### config.mk
export PLATFORM = sky130hd
export DESIGN_NAME = wel_cmd_ctrl
export DESIGN_NICKNAME = d
export VERILOG_FILES = /design/src/rtl/wel_pkg.sv /design/src/rtl/wel_cmd_shifter.sv /design/src/rtl/wel_cmd_decode.sv /design/src/rtl/wel_state.sv /design/src/rtl/wel_cmd_ctrl.sv
export SDC_FILE = /design/constraint.sdc
export NUM_CORES = 1
export LEC_CHECK = 0
export CAP_MARGIN = 20
export CORE_UTILIZATION = 30
export CTS_CLUSTER_SIZE = 28
export DETAILED_ROUTE_END_ITERATION = 7
export DONT_BUFFER_PORTS = 1
export PLACE_DENSITY = 0.41
export SYNTH_ARGS = -nofsm -noshare
export SYNTH_HDL_FRONTEND = slang
export SYNTH_SLANG_ARGS = --single-unit
### constraint.sdc
create_clock -name clk -period 2.3 [get_ports clk]
set_input_delay 0.345 -clock clk [delete_from_list [all_inputs] [get_ports clk]]
set_output_delay 0.345 -clock clk [all_outputs]
set_load 0.01 [all_outputs]
### src/rtl/wel_pkg.sv
package wel_pkg;

  localparam int CMD_W  = 8;
  localparam int DQ_W   = 4;
  localparam int CNT_W  = $clog2(CMD_W + 1);

  typedef enum logic [1:0] {
    LM_X1  = 2'b00,
    LM_X2  = 2'b01,
    LM_X4  = 2'b10,
    LM_RSV = 2'b11
  } lane_mode_e;

  localparam logic [CMD_W-1:0] OP_SET_WEL  = 8'h06;
  localparam logic [CMD_W-1:0] OP_CLR_WEL  = 8'h04;
  localparam logic [CMD_W-1:0] OP_CLR_FLAG = 8'h50;

  // bits taken per clock edge for a lane mode
  function automatic logic [CNT_W-1:0] lanes_of(lane_mode_e m);
    case (m)
      LM_X2:   return CNT_W'(2);
      LM_X4:   return CNT_W'(4);
      default: return CNT_W'(1);
    endcase
  endfunction

  // shift one bit group into the assembly register, MSB first
  function automatic logic [CMD_W-1:0] shift_group(logic [CMD_W-1:0] sr,
                                                   logic [DQ_W-1:0]  d,
                                                   lane_mode_e       m);
    case (m)
      LM_X2:   return {sr[CMD_W-3:0], d[1:0]};
      LM_X4:   return {sr[CMD_W-5:0], d[3:0]};
      default: return {sr[CMD_W-2:0], d[0]};
    endcase
  endfunction

endpackage

### src/rtl/wel_cmd_shifter.sv
module wel_cmd_shifter
  import wel_pkg::*;
(
  input  logic             clk,
  input  logic             rst_n,
  input  logic             sel_n,
  input  logic [1:0]       lane_mode,
  input  logic [DQ_W-1:0]  dq,
  output logic [CMD_W-1:0] code,
  output logic [CNT_W-1:0] bit_cnt,
  output logic             overrun,
  output logic             byte_done
);

  lane_mode_e mode_q;
  logic [CMD_W-1:0] sr_q;
  logic [CNT_W-1:0] cnt_q;
  logic             ovr_q;

  always_ff @(posedge clk or negedge rst_n) begin
    if (!rst_n) begin
      mode_q <= LM_X1;
      sr_q   <= '0;
      cnt_q  <= '0;
      ovr_q  <= 1'b0;
    end else if (sel_n) begin
      mode_q <= lane_mode_e'(lane_mode);
      cnt_q  <= '0;
      ovr_q  <= 1'b0;
    end else if (cnt_q == CNT_W'(CMD_W)) begin
      ovr_q  <= 1'b1;
    end else begin
      sr_q   <= shift_group(sr_q, dq, mode_q);
      cnt_q  <= cnt_q + lanes_of(mode_q);
    end
  end

  assign code      = sr_q;
  assign bit_cnt   = cnt_q;
  assign overrun   = ovr_q;
  assign byte_done = (cnt_q == CNT_W'(CMD_W)) && !ovr_q;

endmodule

### src/rtl/wel_cmd_decode.sv
module wel_cmd_decode
  import wel_pkg::*;
(
  input  logic             clk,
  input  logic             rst_n,
  input  logic             sel_n,
  input  logic             byte_done,
  input  logic [CMD_W-1:0] code,
  output logic             release_evt,
  output logic             exec_set,
  output logic             exec_clr,
  output logic             exec_clrf
);

  logic sel_q;
  logic fire;

  always_ff @(posedge clk or negedge rst_n) begin
    if (!rst_n) sel_q <= 1'b1;
    else        sel_q <= sel_n;
  end

  assign release_evt = sel_n && !sel_q;
  assign fire        = release_evt && byte_done;
  assign exec_set    = fire && (code == OP_SET_WEL);
  assign exec_clr    = fire && (code == OP_CLR_WEL);
  assign exec_clrf   = fire && (code == OP_CLR_FLAG);

endmodule

### src/rtl/wel_state.sv
module wel_state (
  input  logic clk,
  input  logic rst_n,
  input  logic exec_set,
  input  logic exec_clr,
  input  logic exec_clrf,
  input  logic err_in,
  output logic wel,
  output logic prot_err
);

  always_ff @(posedge clk or negedge rst_n) begin
    if (!rst_n)         prot_err <= 1'b0;
    else if (err_in)    prot_err <= 1'b1;
    else if (exec_clrf) prot_err <= 1'b0;
  end

  always_ff @(posedge clk or negedge rst_n) begin
    if (!rst_n)                     wel <= 1'b0;
    else if (exec_clrf)             wel <= 1'b0;
    else if (exec_set)              wel <= 1'b1;
    else if (exec_clr && !prot_err) wel <= 1'b0;
  end

endmodule

### src/rtl/wel_cmd_ctrl.sv
module wel_cmd_ctrl
  import wel_pkg::*;
(
  input  logic            clk,
  input  logic            rst_n,
  input  logic            sel_n,
  input  logic [1:0]      lane_mode,
  input  logic [DQ_W-1:0] dq,
  input  logic            err_in,
  output logic            wel,
  output logic            prot_err
);

  logic [CMD_W-1:0] code;
  logic [CNT_W-1:0] bit_cnt;
  logic             overrun;
  logic             byte_done;
  logic             release_evt;
  logic             exec_set;
  logic             exec_clr;
  logic             exec_clrf;

  wel_cmd_shifter u_shift (
    .clk       (clk),
    .rst_n     (rst_n),
    .sel_n     (sel_n),
    .lane_mode (lane_mode),
    .dq        (dq),
    .code      (code),
    .bit_cnt   (bit_cnt),
    .overrun   (overrun),
    .byte_done (byte_done)
  );

  wel_cmd_decode u_dec (
    .clk         (clk),
    .rst_n       (rst_n),
    .sel_n       (sel_n),
    .byte_done   (byte_done),
    .code        (code),
    .release_evt (release_evt),
    .exec_set    (exec_set),
    .exec_clr    (exec_clr),
    .exec_clrf   (exec_clrf)
  );

  wel_state u_state (
    .clk       (clk),
    .rst_n     (rst_n),
    .exec_set  (exec_set),
    .exec_clr  (exec_clr),
    .exec_clrf (exec_clrf),
    .err_in    (err_in),
    .wel       (wel),
    .prot_err  (prot_err)
  );

endmodule

---- Word level (Yosys, flattened, before mapping) ----
Cells that the tools add are included.
W data, S select, Z words.
cells by class
  $add $sub $neg .......................... 1
  reduce and logical (&&, ||, !) cells .... 14
  mux-type cells .......................... 13
  bitwise logic cells ..................... 2
  equal/unequal tests ..................... 7
operators by type and width
  kind                  number
  $eq A8 B3 Y1 const B  2
  $mux W4               4
  $pmux W8 S2           1
  $eq A8 B7 Y1 const B  1
  $logic_and A1 B1 Y1   7
  $mux W1               7
  $pmux W3 S2           1
  $add A4 B4 Y4         1
  $eq A4 B4 Y1 const B  1
  $reduce_bool A2 Y1    2
  $logic_not A1 Y1      3
  $reduce_bool A3 Y1    1
  $eq A2 B1 Y1 const B  1
  $eq A2 B2 Y1 const B  1
  $ne A2 B2 Y1 const B  1
  $not A1 Y1            2
  $reduce_and A2 Y1     1
word-level totals
  bits of input ports ..................... 10
  bits in registers ....................... 18
  output and inout bits ................... 2
  word-level logic and storage cells ...... 44

---- Longest topological paths before layout ----
Gate-level depths: netlist (run 1).
  depth in word-level cells ............... 8
  depth in mapped cells ................... 7
  gate-level depth less buffers ........... 7

---- Hierarchy ----
A second synthesis (run 1) with hierarchy kept.
second synthesis, totals
  cells, all modules ...................... 91
  area, all modules ....................... 1004.7 sq um
modules (own cells, without submodules)
  module           cells an instance  seq. area each (sq um)  instances  area an instance (sq um)
  wel_cmd_shifter  74                 375.4                   1          814.5
  wel_cmd_decode   10                 26.3                    1          102.6
  wel_state        7                  50.0                    1          87.6

---- Worst setup path after synthesis (run 1) ----
OpenSTA, ideal clock, no wires.
  path kind ............................... flip-flop to flip-flop
  start point ............................. register u_shift.mode_q[0]
  end point ............................... register u_shift.cnt_q[2] (netlist: u_shift.bit_cnt[2])
  path slack .............................. 0.654 ns
  data required time ...................... 2.181 ns
  stages on the path, launching flop included .. 7
  clock period less this slack ............ 1.646 ns
  arrival ................................. 1.528 ns
  library setup time ...................... 0.119 ns
  buffers on the path ..................... 0
  path through ............................ dfrtp_1 > inv_1 > ha_1 > ha_1 > fa_1 > xnor2_1 > nor2_1
on the way
  cells in the longest elaborated chain, start to end .. 7
  elaborated cells on any way between the ends .. 8
  those cells by class .................... add/sub (1); eq/ne (2); mux (5)
RTL lines
  element                                              RTL line               RTL
  start, declared                                      wel_cmd_shifter.sv:15  lane_mode_e mode_q;
  start signal, assigned                               wel_cmd_shifter.sv:27  mode_q <= lane_mode_e'(lane_mode);
  $eq A2 B2 Y1 / $eq A2 B1 Y1 (equally long branches)  wel_pkg.sv:20          case (m)
  $pmux W3 S2 (*)                                      wel_pkg.sv:20
  $mux W4 (*)                                          wel_cmd_shifter.sv:30  end else if (cnt_q == CNT_W'(CMD_W)) begin
  $mux W4 (*)                                          wel_cmd_shifter.sv:26  end else if (sel_n) begin
  $add A4 B4 Y4 (*)                                    wel_cmd_shifter.sv:34  cnt_q <= cnt_q + lanes_of(mode_q);
  $mux W4 (*)                                          wel_cmd_shifter.sv:30
  $mux W4 (*)                                          wel_cmd_shifter.sv:26
  end signal, assigned                                 wel_cmd_shifter.sv:34
  end, declared                                        wel_cmd_shifter.sv:17  logic [CNT_W-1:0] cnt_q;
Every way passes the cells marked *; elsewhere a longest branch is shown, timed or not. The select of a mux whose other input is x is not followed.
A chain may end at the register's enable or synchronous reset.

---- Worst setup path in the final report (run 1) ----
Same ends and word-level chain as after synthesis.

==> results.py, run 1 <==
metrics = {
    "flow_run": {
        "max-cap-violations": 0,
    },
    "logic_synthesis": {
        "synth_warnings": 0,
        "synth.distinct_cells": 26,
        "synthCells": 98,
        "synth_nets": 115,
        "seq_area_frac_synth_pct": 47.9,
        "synth_area_um2": 943,
        "synth_area_per_cell_um2": 9.63,
        "ys_ff_latch": 18,
    },
    "global_route": {
        "grt_use_total_pct": 12.9,
        "grt_max_degree": 19,
        "grt_first_pass_wirelength_um": 3170,
        "grt_pass1_vias": 645,
        "grt_overflow": 0,
        "antenna_found_initial": 0,
    },
    "critical_path": {
        "required_ps": 2480,
        "cpPeakStageDelay_ps": 390,
        "r2r-start": "u_shift.mode_q[0]$_DFFE_PN0P_",
        "rr_worst_depth": 6,
        "cpMostUsedCell": "ha_1",
        "cp.arrival_ps": 1910,
        "path_max_fanout": 3,
        "r2r_end": "u_shift.bit_cnt[2]$_DFFE_PN0P_",
        "critPathKind": "reg -> reg",
        "r2r_setup_slack_ps": 570,
        "critPathCaptureType": "flip-flop",
        "crit_chain": "inv_1, ha_1, ha_1, fa_1, xnor2_1, nor2_1",
        "cp-start-kind": "flip-flop",
        "critPathSlowestCell": "dfrtp_1",
    },
    "finish": {
        "drive_above_1_share_pct": 7.92,
        "finalInstanceArea_um2": 1020,
        "final_util_pct": 35.5,
        "seqCellArea_um2": 452,
        "area_growth_pct": 8.22,
        "fillers": 293,
        "multi_input_area_um2": 450,
        "nNetsFinal": 119,
        "n_antenna_cell": 0,
    },
    "die": {
        "die_h_um": 58.1,
        "std_cell_rows": 19,
        "die_x_um": 58.1,
        "pin_count": 12,
        "dieArea_um2": 3370,
        "initial_core_util_pct": 32.8,
        "core_area_um2": 2880,
    },
    "cts": {
        "cts_sinks": 18,
        "clkTransAtPathRegs_ps": 100,
        "root_buffer": "clkbuf_4",
        "cts_made_buffers": 3,
        "clk_latency_ps": 300,
        "clockBufferDepth": 2,
        "htree_levels": 1,
        "cts_setup_buffers": 0,
        "cts_tree": "yes",
    },
    "timing": {
        "finalHoldViolations": 0,
        "setup_viol_count_final": 0,
        "layout_setup_ws_ps": 568,
        "skew_ps": 5.82,
        "rsz0062_at_grt": "false",
        "period_minus_slack_ps": 1730,
        "fin_crit_sh_pct": 75.3,
        "hold_ws_ps": 32.4,
        "drv_slew": 0,
        "clock.fmax_mhz": 577,
        "setup_tns_ps": 0,
        "max_slew_margin_pct": 45.1,
        "worstMarginPinSlew_ps": 820,
    },
    "hold_path": {
        "whs_path_depth": 0,
        "hold_start": "sel_n",
        "holdPathEnd": "u_dec.sel_q$_DFF_PN1_",
        "worst_hold_path_type": "in -> reg",
    },
    "detailed_routing": {
        "viasPerCell": 4.79,
        "wl_per_cell_um": 13.1,
        "antenna_left": 0,
        "routed_wl_um": 1880,
        "dr_total_vias": 685,
        "drt_iter0_drc": 19,
        "drtPass1Iterations": 4,
        "drc_errors": 0,
    },
    "placed_design": {
        "routabilityCongestion": 0.680,
        "dp_hpwl_um": 1360,
        "post-place-ws_ps": 573,
        "port-buffer-count": 0,
        "place_area_um2": 985,
    },
    "power": {
        "power_density_nw_per_um2": 826,
        "ir_worst_vdd_mv": 0.271,
        "leakage_nw": 0.435,
    },
    "outcome": {
        "status": "completed",
    },
}
## worst max-delay path: cells and delay by family, from the launching register on
family / cells / cell delay [ps]
flip-flops: 1 / 390
buffers and inverters: 1 / 70
AND/OR/NAND/NOR: 1 / 60
XOR/XNOR: 1 / 180
adder cells (fa/ha/maj): 3 / 920
## worst max-delay path by stage
stage                                        from                              to  cells past startpoint
global placement    u_shift.mode_q[0]$_DFFE_PN0P_  u_shift.bit_cnt[2]$_DFFE_PN0P_                      6
finish              u_shift.mode_q[0]$_DFFE_PN0P_  u_shift.bit_cnt[2]$_DFFE_PN0P_                      6
floorplan           u_shift.mode_q[0]$_DFFE_PN0P_  u_shift.bit_cnt[2]$_DFFE_PN0P_                      6
global route        u_shift.mode_q[0]$_DFFE_PN0P_  u_shift.bit_cnt[3]$_DFFE_PN0P_                      7
detailed placement  u_shift.mode_q[0]$_DFFE_PN0P_  u_shift.bit_cnt[2]$_DFFE_PN0P_                      6
CTS                 u_shift.mode_q[0]$_DFFE_PN0P_  u_shift.bit_cnt[2]$_DFFE_PN0P_                      6
## layer usage
layer,routed length [um],GRT usage [%],vias to the layer above
met5,0,0,-
met4,45,7.14,0
met3,109,3.13,5
met2,753,16.9,15
met1,970,19.1,317
li1,-,-,348
## cell type report
cell class	instances	share of cell area, %
sequential	18	44.2
clock buffer	4	2.57
tap	42	5.15
timing repair buffer	2	1.72
inverter	6	2.21
multi-input combinational	71	44.1
## per-stage QoR
stage | instances | total power [W]
3_3_place_gp | 138 | 0.000676
2_1_floorplan | 98 | 0.000620
6_report | 143 | 0.000844
4_1_cts | 143 | 0.000857
5_1_grt | 143 | 0.000916
3_5_place_dp | 138 | 0.000675
## cell usage in the layout, fill, tap and decap left out
master | netlist | routed
nor4b_4 | 1 | 1
clkbuf_1 | 1 | 1
nand4_1 | 1 | 1
nand4b_1 | 1 | 1
or3_1 | 1 | 1
clkbuf_4 | 0 | 3
ha_1 | 6 | 6
nand3_1 | 2 | 2
nor3_1 | 1 | 1
dfrtp_1 | 17 | 17
a21o_1 | 1 | 1
a22oi_1 | 6 | 6
nor2_1 | 16 | 16
nand2_1 | 8 | 8
xnor2_1 | 1 | 1
o31ai_1 | 1 | 1
mux2_2 | 1 | 1
a21oi_1 | 8 | 8
a211oi_1 | 2 | 2
nand2b_1 | 1 | 1
dlygate4sd3_1 | 0 | 1
o21ai_0 | 10 | 10
dfstp_2 | 1 | 1
inv_1 | 6 | 6
fa_1 | 1 | 1
buf_4 | 2 | 1
o211ai_1 | 1 | 1
or2_2 | 1 | 1
## power by group
group / switching (W) / internal [W] / total, W
Sequential: 0.0000761 / 0.000380 / 0.000456
Clock: 0.000102 / 0.0000677 / 0.000170
Combinational: 0.000119 / 0.0000985 / 0.000218
## cell families after synthesis
kind of cell / synth area share, %
xor+xnor: 0.929
fa+ha+maj: 10.1
buf+inv: 4.38
simple gates: 17.2
flops: 47.9
mux: 1.19
compound gates: 18.3
## flip-flops by register name (all words and copies together) (netlist names)
signal	count
u_dec.sel_q	1
u_shift.bit_cnt	4
u_shift.code	8
u_shift.mode_q	2
u_shift.overrun	1
u_state.prot_err	1
u_state.wel	1
## synthesized netlist by cell type
library cell | number | area, um2
ha_1 | 6 | 75.1
nand4b_1 | 1 | 8.76
fa_1 | 1 | 20.0
a21oi_1 | 8 | 40.0
o31ai_1 | 1 | 7.51
clkbuf_1 | 1 | 3.75
o21ai_0 | 10 | 50.1
nand4_1 | 1 | 6.26
nor2_1 | 16 | 60.1
nand3_1 | 2 | 10.0
or3_1 | 1 | 6.26
mux2_2 | 1 | 11.3
nand2b_1 | 1 | 6.26
inv_1 | 6 | 22.5
buf_4 | 2 | 15.0
a22oi_1 | 6 | 45.0
nand2_1 | 8 | 30.0
o211ai_1 | 1 | 7.51
or2_2 | 1 | 6.26
a21o_1 | 1 | 7.51
dfrtp_1 | 17 | 425
nor3_1 | 1 | 5.00
dfstp_2 | 1 | 26.3
xnor2_1 | 1 | 8.76
nor4b_4 | 1 | 23.8
a211oi_1 | 2 | 15.0
## what timing repair did
action                                  4_1_cts  5_1_grt
endpoints found under the setup margin        0        0
hold buffers                                  1        0
endpoints found under the hold margin        18        0
resized for setup                             0        0
No activity file was read; power rests on OpenSTA's default activity.
==> run 2: changes to the inputs <==
--- a/config.mk
+++ b/config.mk
@@ -10,7 +10,7 @@
 export CTS_CLUSTER_SIZE = 28
 export DETAILED_ROUTE_END_ITERATION = 7
 export DONT_BUFFER_PORTS = 1
-export PLACE_DENSITY = 0.41
+export PLACE_DENSITY = 0.42
 export SYNTH_ARGS = -nofsm -noshare
 export SYNTH_HDL_FRONTEND = slang
 export SYNTH_SLANG_ARGS = --single-unit
==> constraint.sdc (replaced) <==
create_clock -name clk -period 1.4 [get_ports clk]
set_input_delay 0.21 -clock clk [delete_from_list [all_inputs] [get_ports clk]]
set_output_delay 0.21 -clock clk [all_outputs]
set_load 0.01 [all_outputs]
==> run 2 against run 1 <==
  * Register-to-register slack worse by 720 ps
  * Largest cell class is now multi-input combinational cells
  * Via count up 13%
  * Die area unchanged
  * Combinational power up 150%
  * Clock-buffer cell count unchanged
  * The run now ends with setup timing left
  * Utilization up 7.2 points
==> results.py, run 2 (synthesized netlist as in run 1, its figures left out) <==
metrics = {
    "cts": {
        "clk_latency_ps": 300,
        "root_buffer": "clkbuf_4",
        "clockBufferDepth": 2,
        "cts_made_buffers": 3,
        "htree_levels": 1,
        "clkTransAtPathRegs_ps": 100,
        "cts_sinks": 18,
        "cts_tree": "yes",
    },
    "finish": {
        "layout_commonest_cell": "dfrtp_1",
        "fillers": 291,
        "finalInstanceArea_um2": 1230,
        "drive_above_1_share_pct": 30.5,
        "area_growth_pct": 30.2,
        "stdcell_count": 160,
        "multi_input_area_um2": 515,
        "seqCellArea_um2": 452,
        "nNetsFinal": 136,
        "final_cell_mix": "dfrtp_1, buf_4, nor2_1",
        "n_antenna_cell": 0,
        "largest_reg_flops": 8,
    },
    "power": {
        "power_frac_clock_pct": 20.4,
        "sw_frac_of_total_pct": 34.2,
        "switchingPower_w": 0.000553,
        "seq_power_share_pct": 46.5,
        "leakage_nw": 0.522,
        "power_density_nw_per_um2": 1320,
        "pwr-share-comb_pct": 33.1,
        "internal-power_w": 0.00107,
        "ir_worst_vdd_mv": 0.633,
    },
    "timing": {
        "max_slew_margin_pct": 43.7,
        "rsz0062_at_grt": "true",
        "layout_setup_ws_ps": -154,
        "skew_ps": 13.1,
        "drv_slew": 0,
        "setup_viol_count_final": 8,
        "clock.fmax_mhz": 644,
        "worstMarginPinSlew_ps": 842,
        "fin_crit_sh_pct": 111,
        "finalHoldViolations": 0,
        "period_minus_slack_ps": 1550,
    },
    "global_route": {
        "antenna_found_initial": 0,
        "grt_overflow": 0,
        "grt_max_degree": 19,
        "grt_pass1_vias": 744,
        "grt_first_pass_wirelength_um": 3560,
        "grt_use_total_pct": 14.3,
    },
    "critical_path": {
        "critPathCaptureType": "flip-flop",
        "cp.arrival_ps": 1780,
        "cp-start-kind": "flip-flop",
        "path_max_fanout": 3,
        "required_ps": 1630,
        "critPathKind": "reg -> reg",
    },
    "detailed_routing": {
        "viasPerCell": 4.86,
        "antenna_left": 0,
        "wl_per_cell_um": 13.3,
        "routed_wl_um": 2130,
        "dr_total_vias": 777,
        "drtPass1Iterations": 4,
        "drt_iter0_drc": 41,
        "drc_errors": 0,
    },
    "placed_design": {
        "port-buffer-count": 0,
        "place_area_um2": 1110,
        "dpl.cell_count": 149,
        "post-place-ws_ps": -148,
        "routabilityCongestion": 0.743,
        "dp_hpwl_um": 1530,
    },
    "die": {
        "die_x_um": 58.1,
        "std_cell_rows": 19,
        "pin_count": 12,
        "die_h_um": 58.1,
        "dieArea_um2": 3370,
        "core_area_um2": 2880,
        "initial_core_util_pct": 32.8,
    },
    "hold_path": {
        "worst_hold_path_type": "in -> reg",
    },
    "flow_run": {
        "max-cap-violations": 0,
    },
    "outcome": {
        "status": "finished, violations left",
        "violations": "setup timing",
    },
}
==> run 2: cell count changes in the layout (fill, tap and decap cells not counted), sizes merged <==
cell         previous run  this run
buf                     1        16
dlygate4sd3             1         3
==> run 2: routing by layer <==
layer  vias to the layer above  GRT usage [%]  wire, um
met1                       381           20.6      1060
met5                         -              0         0
met3                         2           3.35        98
met2                        15           20.5       956
li1                        379              -         -
met4                         0           6.12        18
==> run 2: worst max-delay path: stages (launching register included) <==
cell and delay, ps:
dfrtp_1 430, inv_2 90, ha_4 210, ha_4 160
fa_2 530, inv_2 30, nor2_2 60
==> run 2: cell type report <==
type / count / share of cell area (%)
Tap cell: 42 / 4.28
Sequential cell: 18 / 36.8
Timing Repair Buffer: 19 / 12.2
Clock buffer: 4 / 2.95
Inverter: 6 / 1.83
Multi-Input combinational cell: 71 / 42.0
==> run 2: what timing repair did <==
item,in CTS,in global routing
gates resized for setup,0,5
setup endpoints to repair,11,13
endpoints found under the hold margin,21,1
hold buffers,2,1
setup buffers,2,2
pin swaps,4,2
==> run 2: power groups by stage <==
stage               clock network (W)  logic, W  registers (W)
floorplan                           0  0.000327       0.000734
global placement                    0  0.000456       0.000758
detailed placement                  0  0.000470       0.000760
CTS                          0.000343  0.000497       0.000749
global route                 0.000371  0.000616       0.000773
finish                       0.000330  0.000536       0.000753
==> run 2: path summary, 6_finish.rpt <==
| kind | startpoint | end | slack [ps] | cells past startpoint |
|---|---|---|---|---|
| worst max-delay path | u_shift.mode_q[0]$_DFFE_PN0P_ | u_shift.bit_cnt[1]$_DFFE_PN0P_ | -150 | 6 |
| worst min-delay path | sel_n | u_shift.mode_q[1]$_DFFE_PN0P_ | 10 | 1 |
| worst max register to register | u_shift.mode_q[0]$_DFFE_PN0P_ | u_shift.bit_cnt[1]$_DFFE_PN0P_ | -150 | 6 |
| worst min register to register | u_shift.code[7]$_DFFE_PN0P_ | u_shift.code[7]$_DFFE_PN0P_ | 510 | 2 |
| max in group asynchronous | rst_n | u_shift.bit_cnt[0]$_DFFE_PN0P_ | 420 | 1 |
| min in group asynchronous | rst_n | u_shift.code[7]$_DFFE_PN0P_ | 450 | 1 |
==> run 2: stage by stage <==
step | hold slack (ps) | total power, W | TNS [ps] | utilization, %
6_report | 11.9 | 0.00162 | -565 | 42.7
2_1_floorplan | -85.6 | 0.00106 | -212 | -
3_5_place_dp | -85.1 | 0.00123 | -601 | 38.5
3_3_place_gp | -85.1 | 0.00121 | -522 | 38.5
5_1_grt | 8.42 | 0.00176 | -1830 | 42.7
4_1_cts | 0.513 | 0.00159 | -714 | 41.0
